<file path="src/rtl/cas_pkg.sv">
package cas_pkg;
  // True when a slot index is the final location of a slice of the given depth.
  function automatic logic at_last_slot(input int unsigned slot, input int unsigned depth);
    return slot == depth - 1;
  endfunction

  // Slot that follows the given one, wrapping to zero after the final location.
  function automatic int unsigned next_slot(input int unsigned slot, input int unsigned depth);
    return (slot == depth - 1) ? 0 : slot + 1;
  endfunction
endpackage

</file>
<file path="src/rtl/cas_token_port.sv">
// One side (write or read) of a slice: token flop, handoff pulse and wrapping pointer.
module cas_token_port #(
  parameter int unsigned DEPTH = 4,
  localparam int unsigned AW = $clog2(DEPTH)
) (
  input  logic          clk,
  input  logic          rst_n,
  input  logic          first_load_n,
  input  logic          x_in,
  input  logic          op_req,
  input  logic          op_block,
  output logic          holding,
  output logic          op_fire,
  output logic          wrap_evt,
  output logic          tok_q,
  output logic          x_out,
  output logic [AW:0]   ptr
);
  logic [AW-1:0] slot;
  logic          last;

  assign slot     = ptr[AW-1:0];
  assign last     = cas_pkg::at_last_slot(32'(slot), DEPTH);
  assign holding  = tok_q | x_in;
  assign op_fire  = op_req & holding & ~op_block;
  assign wrap_evt = op_fire & last;

  always_ff @(posedge clk) begin
    if (!rst_n) begin
      tok_q <= ~first_load_n;
      x_out <= 1'b0;
      ptr   <= '0;
    end else begin
      x_out <= wrap_evt;
      if (wrap_evt)  tok_q <= 1'b0;
      else if (x_in) tok_q <= 1'b1;
      if (op_fire)
        ptr <= {ptr[AW] ^ last, AW'(cas_pkg::next_slot(32'(slot), DEPTH))};
    end
  end
endmodule

</file>
<file path="src/rtl/cas_occupancy.sv">
// Empty/full of the local array from the two wrap-extended pointers.
module cas_occupancy #(
  parameter int unsigned DEPTH = 4,
  localparam int unsigned AW = $clog2(DEPTH)
) (
  input  logic [AW:0] wptr,
  input  logic [AW:0] rptr,
  output logic        empty,
  output logic        full
);
  logic same_slot;
  assign same_slot = wptr[AW-1:0] == rptr[AW-1:0];
  assign empty     = same_slot & (wptr[AW] == rptr[AW]);
  assign full      = same_slot & (wptr[AW] != rptr[AW]);
endmodule

</file>
<file path="src/rtl/cas_bus_gate.sv">
// Output-driver ownership of the shared data bus.
module cas_bus_gate (
  input  logic clk,
  input  logic rst_n,
  input  logic first_load_n,
  input  logic rd_fire,
  input  logic rd_handoff,
  input  logic prog_rd,
  output logic drv_q,
  output logic bus_oe,
  output logic bus_prog_sel
);
  always_ff @(posedge clk) begin
    if (!rst_n)          drv_q <= 1'b0;
    else if (rd_fire)    drv_q <= 1'b1;
    else if (rd_handoff) drv_q <= 1'b0;
  end

  assign bus_prog_sel = prog_rd & ~first_load_n;
  assign bus_oe       = prog_rd ? ~first_load_n : drv_q;
endmodule

</file>
<file path="src/rtl/cas_slice_ctrl.sv">
module cas_slice_ctrl #(
  parameter int unsigned DEPTH = 4,
  localparam int unsigned AW = $clog2(DEPTH)
) (
  input  logic          clk,
  input  logic          rst_n,
  input  logic          first_load_n,
  input  logic          wr_en,
  input  logic          rd_en,
  input  logic          prog_rd,
  input  logic          xin_wr,
  input  logic          xin_rd,
  output logic          xout_wr,
  output logic          xout_rd,
  output logic          mem_we,
  output logic [AW-1:0] mem_waddr,
  output logic          mem_re,
  output logic [AW-1:0] mem_raddr,
  output logic          bus_oe,
  output logic          bus_prog_sel,
  output logic          wr_hold,
  output logic          rd_hold,
  output logic          slice_empty,
  output logic          slice_full
);
  // Named internal events, visible to the bound checker.
  logic          wr_fire, rd_fire, wr_wrap, rd_wrap;
  logic          wr_tok_q, rd_tok_q, drv_q;
  logic [AW:0]   wptr, rptr;

  cas_token_port #(.DEPTH(DEPTH)) u_wr (
    .clk(clk), .rst_n(rst_n), .first_load_n(first_load_n), .x_in(xin_wr),
    .op_req(wr_en), .op_block(slice_full), .holding(wr_hold), .op_fire(wr_fire),
    .wrap_evt(wr_wrap), .tok_q(wr_tok_q), .x_out(xout_wr), .ptr(wptr)
  );

  cas_token_port #(.DEPTH(DEPTH)) u_rd (
    .clk(clk), .rst_n(rst_n), .first_load_n(first_load_n), .x_in(xin_rd),
    .op_req(rd_en & ~prog_rd), .op_block(slice_empty), .holding(rd_hold),
    .op_fire(rd_fire), .wrap_evt(rd_wrap), .tok_q(rd_tok_q), .x_out(xout_rd),
    .ptr(rptr)
  );

  cas_occupancy #(.DEPTH(DEPTH)) u_occ (
    .wptr(wptr), .rptr(rptr), .empty(slice_empty), .full(slice_full)
  );

  cas_bus_gate u_bus (
    .clk(clk), .rst_n(rst_n), .first_load_n(first_load_n), .rd_fire(rd_fire),
    .rd_handoff(xout_rd), .prog_rd(prog_rd), .drv_q(drv_q), .bus_oe(bus_oe),
    .bus_prog_sel(bus_prog_sel)
  );

  assign mem_we    = wr_fire;
  assign mem_re    = rd_fire;
  assign mem_waddr = wptr[AW-1:0];
  assign mem_raddr = rptr[AW-1:0];
endmodule

</file>
<file path="config.mk">
export PLATFORM = sky130hd
export DESIGN_NAME = cas_slice_ctrl
export DESIGN_NICKNAME = d
export VERILOG_FILES = /design/src/rtl/cas_pkg.sv /design/src/rtl/cas_token_port.sv /design/src/rtl/cas_occupancy.sv /design/src/rtl/cas_bus_gate.sv /design/src/rtl/cas_slice_ctrl.sv
export SDC_FILE = /design/constraint.sdc
export NUM_CORES = 1
export LEC_CHECK = 0
export ABC_AREA = 1
export BUFFER_PORTS_ARGS = -buffer_cell sky130_fd_sc_hd__buf_4
export CORE_ASPECT_RATIO = 1.4
export CORE_MARGIN = 2
export CORE_UTILIZATION = 35
export CTS_BUF_LIST = sky130_fd_sc_hd__clkbuf_8
export DETAILED_ROUTE_END_ITERATION = 10
export PLACE_DENSITY = 0.69
export SYNTH_ARGS = -nofsm -noshare
export SYNTH_HDL_FRONTEND = slang
export SYNTH_HIERARCHICAL = 1
export SYNTH_SLANG_ARGS = --single-unit
</file>
<file path="constraint.sdc">
create_clock -name clk -period 1.7 [get_ports clk]
set_input_delay 0.085 -clock clk [delete_from_list [all_inputs] [get_ports clk]]
set_output_delay 0.085 -clock clk [all_outputs]
set_load 0.03 [all_outputs]
</file>
Word-level counts from Yosys, hierarchy flattened
Index checks and enable logic that the tools add are counted.
{ "totals": {"ff_bits": 11, "inputBits": 8, "output_inout_bits": 14, "wordCells": 46} }
{ "classes": {"addsub": 2, "eq_ne": 7, "mux": 11, "n_bitwise": 18, "n_reduce_logical": 1} }
{ "op_table": {"columns": ["cell", "n"], "rows": [
  ["$and 1x1->1", 10],
  ["$mux 1", 9],
  ["$ne 3x1->1 const B", 2],
  ["$add 2x1->2 const B", 2],
  ["$eq 2x2->1 const B", 2],
  ["$mux 2", 2],
  ["$not 1->1", 4],
  ["$eq 2x2->1", 1],
  ["$or 1x1->1", 2],
  ["$reduce_bool 2->1", 1],
  ["$xor 1x1->1", 2],
  ["$eq 1x1->1", 1],
  ["$ne 1x1->1", 1]
]} }

Depth between registers and ports, before layout
Gate-level depths: netlist of the first run.
{ "depth": {"depth_word": 7, "depth_mapped": 11, "depth_no_buf": 11} }

By module
The synthesis of the first run kept the hierarchy.
{ "modules_own_cells": {"columns": ["mod", "n_inst", "cells_each", "area_each_um2", "seq_area_each_um2"], "rows": [
  ["cas_token_port", 2, 42, 281.5, 110.1],
  ["cas_occupancy", 1, 15, 66.3, 0.0],
  ["cas_bus_gate", 1, 10, 60.1, 20.0],
  ["cas_slice_ctrl", 1, 2, 10.0, 0.0]
]} }

Worst setup path after synthesis of the first run
OpenSTA, ideal clock, no wires.
{ "synth_path": {"path_type": "reg2reg", "start": "register u_wr.ptr[0]", "end": "register u_rd.tok_q (enable)", "setup_time_ns": 0.249, "t_arrival_ns": 1.674, "required_time_ns": 1.451, "slack_ns": -0.224, "path_stages_with_launch": 10, "path_buffers": 0, "period_less_slack_ns": 1.924, "cell_sequence": "dfxtp_1 -> nand2_1 -> nand2_1 -> nand2_1 -> nor2_1 -> inv_1 -> nand2_2 -> nor2_4 -> nand2_2 -> nand3_1"} }
{ "synth_via": {"elab_chain_cells": 6} }
{ "synth_rtl": {"columns": ["item", "line_no", "text"], "rows": [
  ["from (decl)", "cas_token_port.sv:17", "output logic [AW:0] ptr"],
  ["from (signal assigned)", "cas_token_port.sv:38", "ptr <= {ptr[AW] ^ last, AW'(cas_pkg::next_slot(32'(slot), DEPTH))};"],
  ["$eq 2x2->1", "cas_occupancy.sv:12", "assign same_slot = wptr[AW-1:0] == rptr[AW-1:0];"],
  ["$and 1x1->1", "cas_occupancy.sv:13", "assign empty = same_slot & (wptr[AW] == rptr[AW]);"],
  ["net slice_empty", "cas_slice_ctrl.sv:23", "output logic slice_empty,"],
  ["$not 1->1", "cas_token_port.sv:25", "assign op_fire = op_req & holding & ~op_block;"],
  ["$and 1x1->1", "cas_token_port.sv:25", null],
  ["net mem_re", "cas_slice_ctrl.sv:17", "output logic mem_re,"],
  ["$and 1x1->1", "cas_token_port.sv:26", "assign wrap_evt = op_fire & last;"],
  ["$ne 3x1->1 (no source line)", null, null],
  ["to (signal assigned)", "cas_token_port.sv:30", "tok_q <= ~first_load_n;"],
  ["to (decl)", "cas_token_port.sv:15", "output logic tok_q,"]
]} }
The timed path passes the listed nets, and every way through them passes these cells.
A chain may end at the register's enable or synchronous reset.

Worst setup path after layout of the first run
{ "layout_path": {"start": "register u_rd.ptr[2]", "end": "output mem_re"} }
{ "layout_via": {"elab_chain_cells": 4} }
{ "layout_rtl": {"columns": ["item", "line_no"], "rows": [
  ["from (decl)", "cas_token_port.sv:17"],
  ["from (signal assigned)", "cas_token_port.sv:38"],
  ["$eq 1x1->1", "cas_occupancy.sv:13"],
  ["$and 1x1->1", "cas_occupancy.sv:13"],
  ["$not 1->1", "cas_token_port.sv:25"],
  ["$and 1x1->1", "cas_token_port.sv:25"],
  ["to (decl)", "cas_slice_ctrl.sv:17"]
]} }
No other way between the ends.

==> metrics.txt, run 1 <==
status=completed; DP Wirelength=1210 um; I/O pin count=22; die height=56.6 um; post-synthesis instance total=109; initial core utilization=35.9%; Pwr per Cell Area=987 nW/um^2; Leak=0.000489 uW; row count=19; largest net degree at the start of global routing=14; Reg2Reg Depth=7; Worst Path Max Fanout=7; Tcrit/Tclk final=89.6%; Root Driver=clkbuf_8; DRC viols=0; DR top layer=met4; die width=41.6 um; postcts setup bufs=0; WHS=146 ps; CP max-delay cell=dfxtp_1; WL met1=570 um; area delta synth->final=34.5%; maximum vdd ir drop=0.000459 V; slew margin rel.=85.9%; # clock sinks=11; skew final=2.05 ps; Worst setup EP type=output pin; DR vias=685; finished layout cell area=931 um^2; DRT antenna net count=0; hold crit path type=in -> reg; Max stage delay on crit path=430 ps; core area=1930 um^2; metal3 WL=74 um; Setup Crit Path Kind=reg -> out; Worst setup SP type=flip-flop; FF-to-FF Start=u_rd/ptr[2]; vias in the first global route=644; H-tree depth=1; cell family with most CP delay=flip-flops; CP Cell Sequence=xor2_1, nor2_2, inv_1, nand2_2, nor2_4, buf_4; reg-to-reg slack, setup=240 ps; DR WL/cell=9.49 um; CTS Buf Count=3; Vias/cell=4.42; Clock Path Buffers=2; DR pass1 iterations=4; arrival time worst endpoint=1440 ps; Final Hold Fails=0; warnings from Yosys=6; Worst Path Required=1620 ps; Post-Syn Nets=119; worst r2r dst=u_rd/tok_q; Worst Hold End=u_rd/ptr[1]; overall routing resource usage=15.0%; total gr overflow=0; Max Fclk=656 MHz; CTS tree=done; final setup fails=0; # resized after CTS=0; WHS Path Cells=3; gpl congestion=0.786; port bufs=21; worst hold path startpoint=rst_n; clk slew on worst S/H paths=50 ps; initial antenna violation count=0; Antenna Cells=0; Slew Limit Fails=0; fin nets=145; Syn Std Cell Area=692 um^2; first-pass GRT wire length=2660 um; layout cell share with drive strength beyond 1=34.3%; final WL=1470 um; initial drt markers=16; Avg Inst Size Synth=6.35 um^2; placed cell areas=886 um^2; max cap viols=0; Setup TNS=0 ps; CP bufs+invs=2; fin crit period=1520 ps; wire length on met2=782 um; Slew @ Worst Pin=211 ps; Hold-fix buffers, CTS=0; die area=2350 um^2; RSZ-0062 raised after global routing=false; Clk Latency, worst-skew pair=240 ps
[through the flow]
stage | power, uW | util [%] | std cells | worst slack (ps)
2_1_floorplan | 560 | - | 109 | 55.5
3_3_place_gp | 663 | 46.0 | 151 | 268
3_5_place_dp | 671 | 46.0 | 151 | 244
4_1_cts | 930 | 48.3 | 155 | 168
5_1_grt | 981 | 48.3 | 155 | 5.94
6_report | 919 | 48.3 | 155 | 177
[tightest hold or removal path: stages]
cell and delay, ps:
buf_4 160, nand2_1 70, nor2_1 30
[power by group]
| group | internal [uW] | total, uW | switching (uW) |
|---|---|---|---|
| sequential | 295 | 325 | 30.3 |
| clock | 159 | 256 | 97.9 |
| combinational | 126 | 337 | 212 |
[layer usage]
layer / GRT usage (%) / vias up
met1: 14.9 / 296
met5: 0 / -
li1: - / 366
met3: 2.57 / 4
met2: 26.6 / 19
met4: 12.0 / 0
[cell type report]
cell class	instances	area (um^2)
Fill cell	203	995
Multi-Input combinational cell	73	363
Sequential cell	11	245
Timing Repair Buffer	21	158
Inverter	25	93.8
Clock buffer	3	41.3
Tap cell	21	26.3
Clock inverter	1	3.75
[cell usage in the layout (no fill, tap or decap), drive strengths merged]
cell    count
a21oi       3
buf        21
clkbuf      3
dfxtp       9
edfxtp      2
ha          2
inv        26
nand2      37
nand3       4
nor2       22
o21ai       1
or2         2
xnor2       1
xor2        1
[registers in the layout, indices dropped and copies added (netlist names)]
name	count
u_wr/tok_q	1
u_rd/tok_q	1
u_bus/drv_q	1
u_wr/x_out	1
u_rd/x_out	1
u_rd/ptr	3
u_wr/ptr	3
[worst max-delay path by stage]
stage,start,endpoint,cells past startpoint
2_1_floorplan,u_wr/ptr[0],u_rd/tok_q,10
3_3_place_gp,u_rd/ptr[2],u_rd/tok_q,7
3_5_place_dp,u_rd/ptr[2],u_rd/tok_q,7
4_1_cts,u_rd/ptr[2],mem_re,6
5_1_grt,u_wr/ptr[1],mem_re,9
6_report,u_rd/ptr[2],mem_re,6
No activity file was read; power rests on OpenSTA's default activity.
==> inputs of run 2 (changes only) <==
--- a/config.mk
+++ b/config.mk
@@ -15,5 +15,4 @@
 export PLACE_DENSITY = 0.69
 export SYNTH_ARGS = -nofsm -noshare
 export SYNTH_HDL_FRONTEND = slang
-export SYNTH_HIERARCHICAL = 1
 export SYNTH_SLANG_ARGS = --single-unit
==> constraint.sdc (replaced) <==
create_clock -name clk -period 1.6 [get_ports clk]
set_input_delay 0.08 -clock clk [delete_from_list [all_inputs] [get_ports clk]]
set_output_delay 0.08 -clock clk [all_outputs]
set_load 0.03 [all_outputs]
==> metrics.txt, run 2 <==
Setup TNS=0 ps (unchanged); CP bufs+invs=2 (unchanged); Slew Limit Fails=0 (unchanged); Pwr per Cell Area=901 nW/um^2 (was 987 nW/um^2); post-synthesis instance total=94 (was 109); status=completed (unchanged); DRT antenna net count=0 (unchanged); Design Power=804 uW (was 919 uW); CTS Buf Count=3 (unchanged); Post-synth top flop=dfxtp_1; Hold-fix buffers, CTS=0 (unchanged); H-tree depth=1 (unchanged); row count=19 (unchanged); port bufs=21 (unchanged); Worst Path Max Fanout=7 (unchanged); Slew @ Worst Pin=296 ps (was 211 ps); Antenna Cells=0 (unchanged); core area=1930 um^2 (unchanged); Sw Pwr=253 uW (was 340 uW); Avg Inst Size Synth=7.37 um^2 (was 6.35 um^2); Max stage delay on crit path=420 ps (was 430 ps); Worst Path Required=1520 ps (was 1620 ps); CTS tree=done (unchanged); Synth top area share=26.0%; I/O pin count=22 (unchanged); finished layout cell area=892 um^2 (was 931 um^2); Post-synth EDFFs=2; placed cell areas=847 um^2 (was 886 um^2); Leak=0.000430 uW (was 0.000489 uW); initial core utilization=36.0% (was 35.9%); reg-to-reg slack, setup=310 ps (was 240 ps); fin crit period=1390 ps; Worst setup EP type=output pin (unchanged); Non-Filler Instances=136 (was 155); Worst Hold End=u_wr.ptr[1] (was u_rd/ptr[1]); combinational share of power=27.4% (was 36.7%); # clock sinks=11 (unchanged); WHS Path Cells=3 (unchanged); DR top layer=met4 (unchanged); clk slew on worst S/H paths=50 ps (about the same); Clk pwr share=33.5% (was 27.9%); largest net degree at the start of global routing=10 (was 14); CP Cell Sequence=nand2_1, nand2_2, nand3_4, nand2_4, inv_2, buf_4 (was xor2_1, nor2_2, inv_1, nand2_2, nor2_4, buf_4); Pint=551 uW (was 579 uW); skew final=3.66 ps (was 2.05 ps); WL met1=565 um (was 570 um); Root Driver=clkbuf_8 (unchanged); Setup Crit Path Kind=reg -> out (unchanged); die width=41.6 um (about the same); Reg2Reg Depth=6 (was 7); FF-to-FF Start=u_wr.ptr[0] (was u_rd/ptr[2]); DP Wirelength=1080 um (was 1210 um); RSZ-0062 raised after global routing=false (unchanged); Syn Std Cell Area=693 um^2 (was 692 um^2); Post-synth top cells=19 x nand2_1, 10 x inv_1, 10 x nor2_1, 9 x dfxtp_1, 5 x inv_2; layout cell share with drive strength beyond 1=36.5% (was 34.3%); final WL=1370 um (was 1470 um); CP max-delay cell=dfxtp_1 (unchanged); commonest cells after routing, fill and taps aside=21 x buf_4, 19 x nand2_1, 11 x inv_1, 10 x nor2_1, 9 x dfxtp_1 (was 31 x nand2_1, 24 x inv_1, 21 x buf_4, 15 x nor2_1, 6 x nand2_2); initial drt markers=9 (was 16); Final Hold Fails=0 (unchanged); Max Fclk=717 MHz; fin nets=126 (was 145); Net Sw Frac=31.4% (was 37.0%); Vias/cell=4.68 (was 4.42); hold crit path type=in -> reg (unchanged); die height=56.7 um (was 56.6 um); die area=2360 um^2 (was 2350 um^2); vias in the first global route=588 (was 644); maximum vdd ir drop=0.000492 V (was 0.000459 V); top-count cell post-synth=nand2_1; Area contributors post-synth=dfxtp_1 26%, nand2_1 10%, edfxtp_1 8.7%; first-pass GRT wire length=2350 um (was 2660 um); Worst setup SP type=flip-flop (unchanged); commonest non-fill, non-tap cell in the layout=buf_4 (was nand2_1); Tcrit/Tclk final=87.2%; Largest regs=u_rd.ptr (3), u_wr.ptr (3) (was u_rd/ptr (3), u_wr/ptr (3)); DR pass1 iterations=4 (unchanged); cell family with most CP delay=simple AND/OR/NAND/NOR gates (was flip-flops); Clock Path Buffers=2 (unchanged); postcts setup bufs=0 (unchanged); Yosys top cell by area=dfxtp_1; synthesis-stage register bit count=11; slew margin rel.=80.2% (was 85.9%); arrival time worst endpoint=1310 ps (was 1440 ps); worst r2r dst=u_rd.tok_q (was u_rd/tok_q); Seq/Total Area, Yosys=34.7%; metal3 WL=57 um (was 74 um); total gr overflow=0 (unchanged); area delta synth->final=28.7% (was 34.5%); wire length on met2=739 um (was 782 um); warnings from Yosys=0 (was 6); DR vias=636 (was 685); DRC viols=0 (unchanged); Async SR Flop Fraction=0%; gpl congestion=0.764 (was 0.786); placed cell count=132 (was 151); Post-Syn Nets=104 (was 119); final setup fails=0 (unchanged); DR WL/cell=10.1 um (was 9.49 um); Reg power frac=39.1% (was 35.4%); Clk Latency, worst-skew pair=230 ps (was 240 ps); # resized after CTS=0 (unchanged); initial antenna violation count=0 (unchanged); worst hold path startpoint=rst_n (unchanged); count of cell types in the netlist=23; max cap viols=0 (unchanged); overall routing resource usage=12.6% (was 15.0%)
## run 2: routing by layer
layer  track usage (%)  vias to the layer above
li1                  -                      333
met1              14.1                      288
met2              22.1                       13
met3              2.25                        2
met4              6.91                        0
met5                 0                        -
## run 2: kinds of logic after synthesis
group	Yosys count	synth area share, %
AND/OR/NAND/NOR	48	36.8
buffers and inverters	20	13.0
AO/OA/AOI/OAI	11	9.39
flip-flops	11	34.7
XOR/XNOR	2	2.53
adder cells (fa/ha/maj)	2	3.61
## run 2: power by group through the flow
stage	registers, uW	logic (uW)	clock network, uW
after global routing	316	240	295
after global placement	320	219	0
after floorplan	317	163	0
after detailed placement	320	222	0
after CTS	314	223	274
final	314	220	269
## run 2: area by class of cell
class | instances | area [um^2]
Fill cell | 195 | 1030
Multi-Input combinational cell | 63 | 363
Sequential cell | 11 | 240
Timing Repair Buffer | 21 | 158
Inverter | 16 | 60.1
Clock buffer | 3 | 41.3
Tap cell | 21 | 26.3
Clock inverter | 1 | 3.75
## run 2: metrics by stage
step / hold WS, ps / utilization, % / setup slack (ps)
detailed placement: 366 / 44.0 / 320
global placement: 364 / 44.0 / 344
CTS: 118 / 46.3 / 200
floorplan: 201 / - / 423
global route: 136 / 46.3 / 106
finish: 118 / 46.3 / 205
## run 2: worst max-delay path by stage
stage	start	to	depth (start not counted)
2_1_floorplan	u_wr.ptr[0]	u_rd.tok_q	6
3_3_place_gp	u_rd.ptr[0]	u_rd.tok_q	6
3_5_place_dp	u_wr.ptr[0]	u_rd.tok_q	6
4_1_cts	u_rd.ptr[0]	mem_re	6
5_1_grt	u_rd.ptr[0]	mem_re	6
6_report	u_rd.ptr[0]	mem_re	6
## run 2: worst register-to-register path, stage by stage (launching register included)
cell and delay (ps):
dfxtp_1 410, inv_1 70, nand2_1 80, nand2_2 90, nand3_4 120, nand2_4 80, o21ai_1 140
